[config.mk]
export PLATFORM = sky130hd
export DESIGN_NAME = rnd_add_hi_narrow
export DESIGN_NICKNAME = d
export VERILOG_FILES = /design/src/rtl/rhn_pkg.sv /design/src/rtl/rhn_lane.sv /design/src/rtl/rhn_width_slice.sv /design/src/rtl/rhn_out_stage.sv /design/src/rtl/rnd_add_hi_narrow.sv
export SDC_FILE = /design/constraint.sdc
export NUM_CORES = 1
export LEC_CHECK = 0
export BUFFER_PORTS_ARGS = -buffer_cell sky130_fd_sc_hd__buf_2
export CAP_MARGIN = 20
export CORE_ASPECT_RATIO = 0.9
export CORE_UTILIZATION = 62
export CTS_BUF_LIST = sky130_fd_sc_hd__clkbuf_8
export DETAILED_ROUTE_END_ITERATION = 12
export HOLD_SLACK_MARGIN = 0.1
export PLACE_DENSITY = 0.85
export SLEW_MARGIN = 20
export SYNTH_ARGS = -nofsm -noshare
export SYNTH_HDL_FRONTEND = slang
export SYNTH_HIERARCHICAL = 1
export SYNTH_SLANG_ARGS = --single-unit
export TNS_END_PERCENT = 100
[constraint.sdc]
create_clock -name clk -period 0.9 [get_ports clk]
set_input_delay 0.09 -clock clk [delete_from_list [all_inputs] [get_ports clk]]
set_output_delay 0.09 -clock clk [all_outputs]
set_load 0.01 [all_outputs]
[src/rtl/rhn_pkg.sv]
package rhn_pkg;
   localparam int unsigned SRC_W       = 128;
   localparam int unsigned DST_W       = 64;
   localparam int unsigned MIN_WIDE_W  = 16;
   localparam int unsigned NUM_SIZES   = 3;
   localparam int unsigned SZ_W        = 2;

   typedef enum logic [SZ_W-1:0] {
      SZ_WIDE16 = 2'd0,
      SZ_WIDE32 = 2'd1,
      SZ_WIDE64 = 2'd2,
      SZ_RSVD   = 2'd3
   } lane_size_e;

   function automatic int unsigned wide_width(input int unsigned idx);
      return MIN_WIDE_W << idx;
   endfunction
endpackage

[src/rtl/rhn_lane.sv]
module rhn_lane #(
   parameter int unsigned WIDE_W = 16
) (
   input  logic [WIDE_W-1:0]   wide_a,
   input  logic [WIDE_W-1:0]   wide_b,
   output logic [WIDE_W/2-1:0] narrow_y
);
   localparam int unsigned NAR_W = WIDE_W / 2;
   localparam logic [WIDE_W-1:0] ROUND_K = WIDE_W'(1) << (NAR_W - 1);

   if (WIDE_W < 2 || (WIDE_W % 2) != 0) begin : g_bad_w
      $error("rhn_lane: WIDE_W must be even and at least 2");
   end

   logic [WIDE_W-1:0] wrap_sum;

   always_comb begin
      wrap_sum = wide_a + wide_b + ROUND_K;
      narrow_y = wrap_sum[WIDE_W-1:NAR_W];
   end
endmodule

[src/rtl/rhn_width_slice.sv]
module rhn_width_slice #(
   parameter int unsigned VEC_W  = 128,
   parameter int unsigned WIDE_W = 16
) (
   input  logic [VEC_W-1:0]   vec_a,
   input  logic [VEC_W-1:0]   vec_b,
   output logic [VEC_W/2-1:0] vec_y
);
   localparam int unsigned NAR_W  = WIDE_W / 2;
   localparam int unsigned LANES  = VEC_W / WIDE_W;

   if ((VEC_W % WIDE_W) != 0) begin : g_bad_split
      $error("rhn_width_slice: VEC_W must be a multiple of WIDE_W");
   end

   for (genvar l = 0; l < LANES; l++) begin : g_lane
      rhn_lane #(.WIDE_W(WIDE_W)) u_lane (
         .wide_a  (vec_a[l*WIDE_W +: WIDE_W]),
         .wide_b  (vec_b[l*WIDE_W +: WIDE_W]),
         .narrow_y(vec_y[l*NAR_W  +: NAR_W])
      );
   end
endmodule

[src/rtl/rhn_out_stage.sv]
module rhn_out_stage #(
   parameter int unsigned W         = 64,
   parameter bit          REGISTERED = 1'b1
) (
   input  logic         clk,
   input  logic         rst_n,
   input  logic         d_valid,
   input  logic [W-1:0] d_res,
   input  logic         d_ill,
   output logic         q_valid,
   output logic [W-1:0] q_res,
   output logic         q_ill
);
   if (REGISTERED) begin : g_reg
      always_ff @(posedge clk or negedge rst_n) begin
         if (!rst_n) begin
            q_valid <= 1'b0;
            q_res   <= '0;
            q_ill   <= 1'b0;
         end else begin
            q_valid <= d_valid;
            if (d_valid) begin
               q_res <= d_res;
               q_ill <= d_ill;
            end
         end
      end
   end else begin : g_comb
      logic unused_clk;
      assign unused_clk = clk ^ rst_n;
      assign q_valid = d_valid;
      assign q_res   = d_res;
      assign q_ill   = d_ill;
   end
endmodule

[src/rtl/rnd_add_hi_narrow.sv]
module rnd_add_hi_narrow
   import rhn_pkg::*;
#(
   parameter int unsigned VEC_W   = SRC_W,
   parameter int unsigned RES_W   = DST_W,
   parameter int unsigned N_SIZES = NUM_SIZES,
   parameter bit          REG_OUT = 1'b1
) (
   input  logic             clk,
   input  logic             rst_n,
   input  logic             in_valid,
   input  logic [SZ_W-1:0]  size_sel,
   input  logic [VEC_W-1:0] src_a,
   input  logic [VEC_W-1:0] src_b,
   output logic             out_valid,
   output logic [RES_W-1:0] result,
   output logic             size_illegal
);
   if (RES_W * 2 != VEC_W) begin : g_bad_ratio
      $error("rnd_add_hi_narrow: RES_W must be half of VEC_W");
   end
   if (N_SIZES < 1 || N_SIZES >= (1 << SZ_W)) begin : g_bad_sizes
      $error("rnd_add_hi_narrow: N_SIZES must leave one reserved code");
   end
   if ((MIN_WIDE_W << (N_SIZES - 1)) > VEC_W) begin : g_bad_widest
      $error("rnd_add_hi_narrow: widest lane exceeds the vector");
   end

   logic [RES_W-1:0] slice_y [N_SIZES];
   logic [RES_W-1:0] sel_y;
   logic             sel_ill;

   for (genvar s = 0; s < N_SIZES; s++) begin : g_size
      rhn_width_slice #(
         .VEC_W (VEC_W),
         .WIDE_W(wide_width(s))
      ) u_slice (
         .vec_a(src_a),
         .vec_b(src_b),
         .vec_y(slice_y[s])
      );
   end

   always_comb begin
      sel_y   = '0;
      sel_ill = 1'b1;
      for (int s = 0; s < N_SIZES; s++) begin
         if (size_sel == SZ_W'(s)) begin
            sel_y   = slice_y[s];
            sel_ill = 1'b0;
         end
      end
   end

   rhn_out_stage #(
      .W         (RES_W),
      .REGISTERED(REG_OUT)
   ) u_out (
      .clk    (clk),
      .rst_n  (rst_n),
      .d_valid(in_valid),
      .d_res  (sel_y),
      .d_ill  (sel_ill),
      .q_valid(out_valid),
      .q_res  (result),
      .q_ill  (size_illegal)
   );
endmodule

==> results of run 1 <==
==> synthesized netlist by cell type, drive strengths merged, types with 27 or more instances <==
cell / count
ha: 698
a21oi: 278
nand2: 210
o21ai: 161
xnor2: 127
nor2: 110
inv: 93
nand3: 89
a21o: 85
mux2i: 72
xor2: 72
dfrtp: 66
mux2: 65
o2bb2ai: 64
o21a: 51
nand4: 47
a211oi: 46
o211ai: 37
and3: 36
buf: 33
a31oi: 32
nor3: 27
==> metrics by stage <==
step | area, um^2 | hold slack (ns) | TNS (ns) | std cells | utilization [%]
2_1_floorplan | 25080 | -0.2056 | -114.41 | 2762 | -
3_3_place_gp | 33830 | -0.05138 | -148.06 | 4414 | 90.29
3_5_place_dp | 33830 | -0.04694 | -159.21 | 4414 | 90.29
4_1_cts | 36060 | 0.1052 | -134.84 | 4513 | 96.22
==> routing by layer <==
metal,overflow,GRT usage (%)
met1,18,84.33
met2,1143,113.4
met3,16,73.39
met4,412,100.2
met5,0,31.77
==> cell families after synthesis <==
family | synth area share [%]
fa+ha+maj | 36.82
xor+xnor | 7.347
mux | 6.915
compound gates | 26.40
flops | 6.962
simple gates | 12.57
buf+inv | 2.985
==> what timing repair did <==
action	CTS
resized for setup	282
pin swaps	95
endpoints found under the hold margin	66
setup endpoints to repair	130
buffers inserted	84
hold buffers	1
==> metrics.cfg, run 1 <==
[logic_synthesis]
ys_async_sr_fraction_pct=100.0
synth_area_leaders=ha_1 (37%), dfrtp_1 (7.0%), a21oi_1 (5.8%), xnor2_1 (4.7%), nand2_1 (3.2%)
synth_area_per_cell_um2=8.589
synth.top_cell.area_share_pct=36.82
netlist_area_mm2=0.02372
syn-num-nets=3721
ys.warnings.count=6
synth_ff_type=dfrtp_1
ys_ff_latch=66
yosys.cell_types.count=78
synth_edf_count=0
yosysSeqAreaShare_pct=6.962
syn_inst=2762
synth_top_area_cell=ha_1

[clock_tree]
cts_root_buf=clkbuf_8
htreeDepth=3
cts_made_buffers=9
cts_buffer_depth=2
cts_sinks=66

[global_routing]
grt_pass1_wl_um=283900
grt_pass1_vias=44340
grt-ovfl-total=1589
grt_max_degree=33
gr-usage-all-layers_pct=90.56

[place]
place_ws_ns=-2.853
io_buffers=326
place.gp.congestion=1.081
dp_hpwl_um=88210

[floorplan]
boundaryPins=327
start_util_pct=63.30
num_rows=67
dieHeight_um=187.6
die_w_um=208.2

[status]
outcome=stopped before the end
error=[ERROR GRT-0116] Global routing finished with congestion. Check the congestion regions in the DRC Viewer.
lastStage=5_1_grt

==> inputs of run 2 (changes only) <==
--- a/config.mk
+++ b/config.mk
@@ -7,12 +7,9 @@
 export LEC_CHECK = 0
 export BUFFER_PORTS_ARGS = -buffer_cell sky130_fd_sc_hd__buf_2
 export CAP_MARGIN = 20
-export CORE_ASPECT_RATIO = 0.9
-export CORE_UTILIZATION = 62
-export CTS_BUF_LIST = sky130_fd_sc_hd__clkbuf_8
+export CORE_UTILIZATION = 40
 export DETAILED_ROUTE_END_ITERATION = 12
-export HOLD_SLACK_MARGIN = 0.1
-export PLACE_DENSITY = 0.85
+export PLACE_DENSITY_LB_ADDON = 0.15
 export SLEW_MARGIN = 20
 export SYNTH_ARGS = -nofsm -noshare
 export SYNTH_HDL_FRONTEND = slang
==> run 2 against run 1 <==
Against the previous run:
- the flow now finishes, with violations (negative setup slack)
- synthesized cell count is the same
- synthesized area stayed put
==> metrics.cfg, run 2 <==
[power_and_ir_drop]
leakagePower_uw=0.01883
p_seq_share_pct=10.7
power_uw=42030
pwr-share-comb_pct=81.5
swShare_pct=43.33
power_density_mw_per_mm2=1091
power_switching_uw=18210
power_frac_clock_pct=7.8
ir_drop_uv=896.8
power.internal_uw=23820

[logic_synthesis]
yosysSeqAreaShare_pct=6.962
ys_async_sr_fraction_pct=100.0
synth_area_leaders=ha_1 (37%), dfrtp_1 (7.0%), a21oi_1 (5.8%), xnor2_1 (4.7%), nand2_1 (3.2%)
yosys.cell_types.count=78
synth_edf_count=0
synth_area_per_cell_um2=8.589
synth_top_area_cell=ha_1
synth_most_common_cell=ha_1
synth_common_cells=ha_1 (698), a21oi_1 (274), nand2_1 (203)
synth_ff_type=dfrtp_1
syn-num-nets=3721
netlist_area_mm2=0.02372
ys_ff_latch=66
syn_inst=2762
ys.warnings.count=6
synth.top_cell.area_share_pct=36.82

[global_routing]
grt_max_degree=34
grt-ovfl-total=0
gr-usage-all-layers_pct=28.46
antenna_found_initial=2
grt_pass1_vias=27540
grt_pass1_wl_um=139400

[worst_setup_path]
cp.required_ns=1.12
path_delay_family=compound AO/OA/AOI/OAI gates
crit_type=in -> reg
crit_fanout=4
cpPeakStageDelay_ns=0.32
regToRegSetupSlack_ns=-0.06
crit_arrival_ns=3.45
crit_end=u_out/q_res[59]
path_cells=buf_2 -> inv_2 -> ha_4 -> inv_1 -> ha_4 -> and3_4 -> nor3b_4 -> buf_6 -> nand4_1 -> a211oi_4 -> a2111oi_4 -> o21a_4 -> o31a_4 -> o31ai_4 -> buf_4 -> xor2_1 -> o2bb2ai_1 -> mux2_4
r2r_cells=2
r2r_end=u_out/q_res[52]
worst_path_most_repeated_cell=ha_4
cpMaxStageDelayCell=a211oi_4
path_depth=18
end_kind=flop
path_buf_inv=5
r2r_start=u_out/q_res[52]
crit_start=src_b[95]
crit_path_start_kind=primary input

[clock_tree]
insertion_delay_ns=0.33
path_clk_slew_ns=0.06
cts_buffer_depth=2
cts_tree=built
htreeDepth=3
cts_sinks=66
cts_made_buffers=9
cts_root_buf=clkbuf_16

[floorplan]
start_util_pct=40.80
dieHeight_um=245.5
num_rows=88
boundaryPins=327
die_area_mm2=0.06028
placeableCoreArea_mm2=0.05814
die_w_um=245.5

[cells_and_area]
top_register=u_out/q_res
largest_reg_flops=64
final_cell_mix=buf_4 (1013), ha_1 (512), buf_2 (247)
reg.largest.list=u_out/q_res (64), u_out/q_ill (1), u_out/q_valid (1)
final_net_count=5066
fin_cells=4878
final_util_pct=66.27
final_common_cell=buf_4
drive_gt1_share_pct=47.00
syn2layout_area_growth_pct=62.41

[timing]
max_freq_mhz=309.2
slew-limit-headroom_pct=49.15
maxSlewViolCount=0
hold_violations=0
tightestPinTransition_ns=0.7547
fin_ws_ns=-2.334
fin_crit_sh_pct=359.4
setup_viol=130
rsz0062_at_grt=true
skew_ns=0
post-route-min-period_ns=3.234

[place]
place.gp.congestion=0.9562
place_ws_ns=-2.785
io_buffers=326
dp_hpwl_um=75920
dp_cells=4759

[routing]
drtAntennaViolNets=0
vias_per_cell=5.510
firstDrtPassIters=6
detail_route.wl_per_cell_um=18.19
drc=0
num_vias=26880
wirelength_um=88750
first_iter_violations=1087

[status]
outcome=complete, but fails checks
violations=negative setup slack

[run]
max_cap_violations=0

[min_path]
hold_class=in -> async

[run 2: cell counts after synthesis]
No cell type changed its count.
[run 2: metrics by stage]
stage	cell area, um^2	hold WS (ns)	setup TNS (ns)
after floorplan	25080	-0.2056	-114.41
after global placement	34680	-0.003025	-152.66
after detailed placement	34680	-0.004629	-154.68
after CTS	37430	0.1794	-134.72
after global routing	38530	0.1966	-139.97
final	38530	0.1846	-133.86
[run 2: cell type report]
| cell class | count | area, um^2 |
|---|---|---|
| multi-input combinational | 2549 | 24860 |
| fill | 4829 | 19610 |
| timing repair buffer | 1388 | 10430 |
| sequential | 66 | 1652 |
| tap | 765 | 957.2 |
| inverter | 93 | 349.1 |
| clock buffer | 10 | 239.0 |
| clock inverter | 5 | 31.28 |
| antenna | 2 | 5.005 |
[run 2: worst register-to-register path, cell delays in order, from the launching register on]
cell     delay, ns
dfrtp_1       0.43
buf_4         0.16
mux2_4        0.26
[run 2: repair_timing]
action,CTS,global route
buffers inserted,74,39
hold buffers,1,0
resized for setup,340,153
setup endpoints to repair,130,130
endpoints found under the hold margin,66,0
pin swaps,145,107
[run 2: power by group through the flow]
stage | clock, uW | sequential, uW | combinational (uW)
6_report | 3270 | 4510 | 34300
5_1_grt | 3490 | 4560 | 37000
4_1_cts | 3340 | 4460 | 32800
3_5_place_dp | 0 | 4470 | 29500
3_3_place_gp | 0 | 4440 | 28900
2_1_floorplan | 0 | 4620 | 15900
[run 2: how the worst min path moves through the flow]
stage	end	slack, ns	depth (start not counted)
detailed placement	u_out/q_res[56]	-0.005	1
CTS	u_out/q_res[56]	0.18	2
global route	u_out/q_valid	0.20	2
global placement	u_out/q_res[56]	-0.003	1
finish	u_out/q_res[56]	0.18	2
floorplan	u_out/q_ill	-0.21	0
[run 2: cell families after synthesis]
family / after synthesis / synth area share (%)
DFF: 66 / 6.962
adders and majority gates: 698 / 36.82
xor gates and xnor gates: 199 / 7.347
buffers and inverters: 147 / 2.985
muxes: 137 / 6.915
and+or+nand+nor: 608 / 12.57
AOI/OAI and AO/OA: 907 / 26.40
[run 2: metal layers]
layer	track usage [%]	wire length [um]	up-vias
li1	-	-	13400
met1	34.15	38290	12770
met2	52.99	44600	568
met3	2.914	3242	139
met4	7.837	2620	0
met5	0	0	-
No activity file was read; power rests on OpenSTA's default activity.
==> inputs of run 3 (changes only) <==
--- a/config.mk
+++ b/config.mk
@@ -10,7 +10,6 @@
 export CORE_UTILIZATION = 40
 export DETAILED_ROUTE_END_ITERATION = 12
 export PLACE_DENSITY_LB_ADDON = 0.15
-export SLEW_MARGIN = 20
 export SYNTH_ARGS = -nofsm -noshare
 export SYNTH_HDL_FRONTEND = slang
 export SYNTH_HIERARCHICAL = 1
==> constraint.sdc (replaced) <==
create_clock -name clk -period 0.9 [get_ports clk]
set_input_delay 0.045 -clock clk [delete_from_list [all_inputs] [get_ports clk]]
set_output_delay 0.045 -clock clk [all_outputs]
set_load 0.01 [all_outputs]
==> run 3 against run 2 <==
Against the previous run:
- the run still ends with negative setup slack left
- first-iteration DRC count rose by 6.0%
- critical path depth fell by 2
- global-route usage fell by 0.12 points
- combinational power rose by 1%
- critical path type unchanged
==> metrics.cfg, run 3 (synthesis results as in run 2) <==
[clock_tree]
path_clk_slew_ns=0.06
cts_sinks=66
cts_root_buf=clkbuf_16
cts_made_buffers=9
cts_tree=built
htreeDepth=3
insertion_delay_ns=0.34
cts_buffer_depth=2

[worst_setup_path]
cpPeakStageDelay_ns=0.58
cpMaxStageDelayCell=or4_4
crit_arrival_ns=3.47
crit_fanout=3
path_delay_family=compound AO/OA/AOI/OAI gates
crit_type=in -> reg
crit_path_start_kind=primary input
worst_path_most_repeated_cell=ha_4
path_buf_inv=3
path_cells=buf_8 -> ha_4 -> ha_4 -> and3_4 -> a31oi_4 -> buf_6 -> or4_4 -> a211oi_4 -> a2111oi_4 -> o21a_4 -> o31a_4 -> o31ai_4 -> buf_4 -> o311ai_4 -> o2bb2ai_2 -> mux2_4
cp.required_ns=1.12
end_kind=flop

[cells_and_area]
final_net_count=5065
final_cell_mix=buf_4 (991), ha_1 (525), buf_2 (250)
syn2layout_area_growth_pct=63.27
largest_reg_flops=64
fillers=4835
final_common_cell=buf_4
final_util_pct=66.62
fin_cells=4880
reg.largest.list=u_out/q_res (64), u_out/q_ill (1), u_out/q_valid (1)
drive_gt1_share_pct=47.09
top_register=u_out/q_res

[timing]
skew_ns=0
setup_viol=128
fin_crit_sh_pct=361.3
slew-limit-headroom_pct=54.97
rsz0062_at_grt=true
hold_violations=0
tightestPinTransition_ns=0.6684
fin_ws_ns=-2.351
maxSlewViolCount=0
post-route-min-period_ns=3.251
max_freq_mhz=307.6
holdWs_ns=0.1375

[global_routing]
antenna_found_initial=6
grt_max_degree=33
grt-ovfl-total=0
gr-usage-all-layers_pct=28.34
grt_pass1_vias=27670
grt_pass1_wl_um=139100

[routing]
drtAntennaViolNets=0
detail_route.wl_per_cell_um=18.23
vias_per_cell=5.521
firstDrtPassIters=5
wirelength_um=88960
num_vias=26940
drc=0
first_iter_violations=1152

[floorplan]
placeableCoreArea_mm2=0.05814
num_rows=88
boundaryPins=327
die_area_mm2=0.06028
start_util_pct=40.80
die_w_um=245.5
dieHeight_um=245.5

[place]
io_buffers=326
place.gp.congestion=0.9495
dp_hpwl_um=75680
dp_cells=4765

[run]
max_cap_violations=0

[power_and_ir_drop]
power_uw=43600
ir_drop_uv=1040
power_density_mw_per_mm2=1126
leakagePower_uw=0.01896

[min_path]
hold_class=in -> async

[status]
violations=negative setup slack
outcome=complete, but fails checks

==> run 3: cell type report <==
type	count	area, um^2	area share (%)
clock buffer	10	229.0	0.5912
inverter	93	351.6	0.9078
tap	765	957.2	2.471
multi-input combinational	2549	24900	64.30
antenna	4	10.01	0.02584
clock inverter	6	137.6	0.3554
sequential	66	1652	4.264
timing repair buffer	1387	10490	27.09
==> run 3: report_power, final <==
group | switching, uW | leakage, uW | internal (uW)
clock | 1410 | 0.000177 | 3000
sequential | 671 | 0.000822 | 3780
combinational | 16400 | 0.0180 | 18400
==> run 3: path summary, 6_finish.rpt <==
check | slack (ns) | depth (start not counted) | end | from
worst min register to register | 0.53 | 1 | u_out/q_res[36] | u_out/q_res[36]
min in group clk | 0.16 | 2 | u_out/q_valid | in_valid
max in group asynchronous | 0.31 | 3 | u_out/q_res[8] | rst_n
worst max-delay path | -2.35 | 16 | u_out/q_res[31] | src_a[3]
worst min-delay path | 0.14 | 2 | u_out/q_res[58] | rst_n
worst max register to register | -0.04 | 2 | u_out/q_res[21] | u_out/q_res[21]
==> run 3: stage by stage <==
stage	TNS, ns	worst slack [ns]	instance area, um^2
finish	-129.60	-2.351	38730
global route	-135.85	-2.419	38730
CTS	-126.86	-2.327	37370
detailed placement	-151.30	-2.712	34750
global placement	-149.60	-2.689	34750
floorplan	-111.53	-2.196	25080
==> run 3: worst register-to-register path, delay by kind of cell (launching register included) <==
family | cells | cell delay, ns
multiplexers | 1 | 0.25
flip-flops | 1 | 0.42
buffers and inverters | 1 | 0.16
==> run 3: layer usage <==
| metal | vias to the layer above | share of wire, % | GRT usage (%) |
|---|---|---|---|
| met4 | 6 | 3.3 | 8.202 |
| met3 | 152 | 4.2 | 3.209 |
| met2 | 583 | 51 | 52.97 |
| li1 | 13400 | - | - |
| met5 | - | 0.038 | 0 |
| met1 | 12800 | 42 | 33.51 |
==> run 3: repair_timing <==
action	in CTS	in global routing
gates resized for setup	328	208
endpoints found under the setup margin	130	131
hold buffers	1	0
cloned	0	0
pin swaps	150	165
endpoints found under the hold margin	66	0
setup buffers	67	38
==> inputs of run 4 (changes only) <==
--- a/config.mk
+++ b/config.mk
@@ -6,12 +6,12 @@
 export NUM_CORES = 1
 export LEC_CHECK = 0
 export BUFFER_PORTS_ARGS = -buffer_cell sky130_fd_sc_hd__buf_2
-export CAP_MARGIN = 20
+export CAP_MARGIN = 30
 export CORE_UTILIZATION = 40
 export DETAILED_ROUTE_END_ITERATION = 12
 export PLACE_DENSITY_LB_ADDON = 0.15
+export SETUP_SLACK_MARGIN = 0.1
 export SYNTH_ARGS = -nofsm -noshare
 export SYNTH_HDL_FRONTEND = slang
-export SYNTH_HIERARCHICAL = 1
 export SYNTH_SLANG_ARGS = --single-unit
 export TNS_END_PERCENT = 100
==> run 4 against run 3 <==
Against the previous run:
- the flow still finishes with violations (negative setup slack)
- highest routed layer unchanged
- critical path depth decreased by 3
- core utilization is 10 points higher
- critical path type unchanged
- count of clock-buffer cells in the layout is 1 lower
- register-to-register slack lost 0.17 ns
- combinational power down 23%
==> metrics.cfg, run 4 <==
[status]
outcome=complete, but fails checks
violations=negative setup slack

[worst_setup_path]
crit_path_start_kind=primary input
crit_fanout=7
r2r_start=u_out.q_res[24]
cp.required_ns=1.13
regToRegSetupSlack_ns=-0.21
crit_type=in -> reg
r2r_cells=3
r2r_end=u_out.q_res[24]
end_kind=flop
crit_arrival_ns=2.86

[timing]
hold_violations=0
skew_ns=0
rsz0062_at_grt=true
fin_crit_sh_pct=292.1
slew-limit-headroom_pct=55.43
tightestPinTransition_ns=0.6661
maxSlewViolCount=0
holdWs_ns=0.1446
fin_ws_ns=-1.729
max_freq_mhz=380.4
setup_viol=126
post-route-min-period_ns=2.629

[routing]
detail_route.wl_per_cell_um=20.18
wirelength_um=73590
vias_per_cell=5.777
drc=0
firstDrtPassIters=5
first_iter_violations=1538
drtAntennaViolNets=0
num_vias=21070

[cells_and_area]
fillers=2736
final_util_pct=76.90
final_common_cell=buf_4
top_register=u_out.q_res
reg.largest.list=u_out.q_res (64), u_out.q_ill (1), u_out.q_valid (1)
largest_reg_flops=64
final_area_mm2=0.02897
drive_gt1_share_pct=55.25
syn2layout_area_growth_pct=88.97
final_net_count=3658
fin_cells=3647
final_cell_mix=buf_4 (756), buf_2 (259), nand2_1 (142)

[run]
max_cap_violations=0

[logic_synthesis]
synth_top_family_by_area=compound AO/OA/AOI/OAI gates
ys.warnings.count=0
synthAdderAreaFrac_pct=21.97
synth_area_leaders=ha_1 (22%), dfrtp_1 (11%), a21oi_1 (6.1%), xnor2_1 (5.1%), o21ai_0 (4.8%)
synth_edf_count=0
yosys.cell_types.count=86
synth_top_area_cell=ha_1
synth_compound_area_share_pct=33.16
yosysSeqAreaShare_pct=10.77
synth_most_common_cell=ha_1
synth-xor-area-share_pct=9.020
syn-num-nets=2603
synth_ff_type=dfrtp_1
ys_async_sr_fraction_pct=100.0
ys_ff_latch=66
netlist_area_mm2=0.01533
synth.top_cell.area_share_pct=21.71
synthSimpleGateAreaFrac_pct=18.37
synth_common_cells=ha_1 (266), a21oi_1 (188), nand2_1 (156)
syn_inst=2076
synth_area_per_cell_um2=7.384
synthMuxAreaShare_pct=1.135

[clock_tree]
cts_root_buf=clkbuf_16
cts_sinks=66
path_clk_slew_ns=0.06
cts_buffer_depth=2
cts_tree=built
htreeDepth=3
insertion_delay_ns=0.35
cts_made_buffers=9

[power_and_ir_drop]
power_density_mw_per_mm2=1195
power_uw=34630
leakagePower_uw=0.01313
ir_drop_uv=802.4

[place]
place.gp.congestion=1.008
dp_cells=3504
dp_hpwl_um=58220
io_buffers=326
placed_area_mm2=0.02469

[floorplan]
num_rows=71
placeableCoreArea_mm2=0.03767
dieHeight_um=197.8
boundaryPins=327
die_area_mm2=0.03911
die_w_um=197.8
start_util_pct=40.70

[global_routing]
grt_max_degree=32
grt_pass1_wl_um=112000
gr-usage-all-layers_pct=35.92
antenna_found_initial=4
grt-ovfl-total=0
grt_pass1_vias=21120

[min_path]
hold_class=in -> async

[run 4: power breakdown]
part	leakage (uW)	switching [uW]	internal (uW)
sequential	0.000792	616	3580
combinational	0.0122	13200	13600
clock	0.000138	1530	2140
total	0.0131	15300	19300
[run 4: metrics by stage]
stage               worst slack, ns  setup TNS (ns)
finish                       -1.729         -102.88
global route                 -1.786         -108.01
CTS                          -1.633          -99.61
detailed placement           -2.229         -128.91
global placement             -2.250         -127.92
floorplan                    -1.794          -95.68
[run 4: layout make-up]
type | instances | area [um^2] | area share (%)
antenna | 1 | 2.502 | 0.008639
clock buffer | 9 | 225.2 | 0.7775
clock inverter | 6 | 67.56 | 0.2333
inverter | 104 | 407.9 | 1.408
multi-input combinational | 1788 | 17220 | 59.45
sequential | 66 | 1654 | 5.710
tap | 511 | 639.4 | 2.207
timing repair buffer | 1162 | 8750 | 30.21
[run 4: worst max-delay path by stage]
stage | start | endpoint | slack [ns] | cells after the start
floorplan | src_b[83] | u_out.q_res[54] | -1.79 | 12
global placement | src_a[66] | u_out.q_res[63] | -2.25 | 14
detailed placement | src_a[66] | u_out.q_res[63] | -2.23 | 14
CTS | src_b[34] | u_out.q_res[31] | -1.63 | 14
global route | src_a[11] | u_out.q_res[21] | -1.79 | 13
finish | src_a[11] | u_out.q_res[21] | -1.73 | 13
[run 4: routing by layer]
layer  part of all wire, %  track usage (%)  vias up
met5                 0.052                0        -
met4                   2.8            9.044        6
met3                   6.7            3.764      159
met2                    49            63.18      869
met1                    42            46.54    10130
li1                      -                -     9904
[run 4: what timing repair did]
action	CTS	global route
hold buffers	1	0
buffers inserted	78	59
resized for setup	390	158
hold endpoints to repair	66	0
setup endpoints to repair	130	130
pin swaps	257	197
[run 4: worst max-delay path, cell delays in order]
cell and delay (ns):
buf_8 0.10, ha_4 0.26, ha_4 0.20, a21o_1 0.23, a31oi_4 0.17, o21a_1 0.18
a31oi_2 0.12, o211ai_1 0.48, nand2_2 0.18, a21oi_4 0.32, nor2_2 0.09, o21a_1 0.19
o32a_1 0.28
[run 4: kinds of logic (layout without fill, tap and decap cells)]
kind of cell / after synthesis / in the layout
AO/OA/AOI/OAI: 765 / 765
XOR/XNOR: 157 / 157
adder cells (fa/ha/maj): 270 / 270
buffers and inverters: 222 / 1281
flip-flops: 66 / 66
multiplexers: 17 / 17
other: 0 / 1
AND/OR/NAND/NOR: 579 / 579
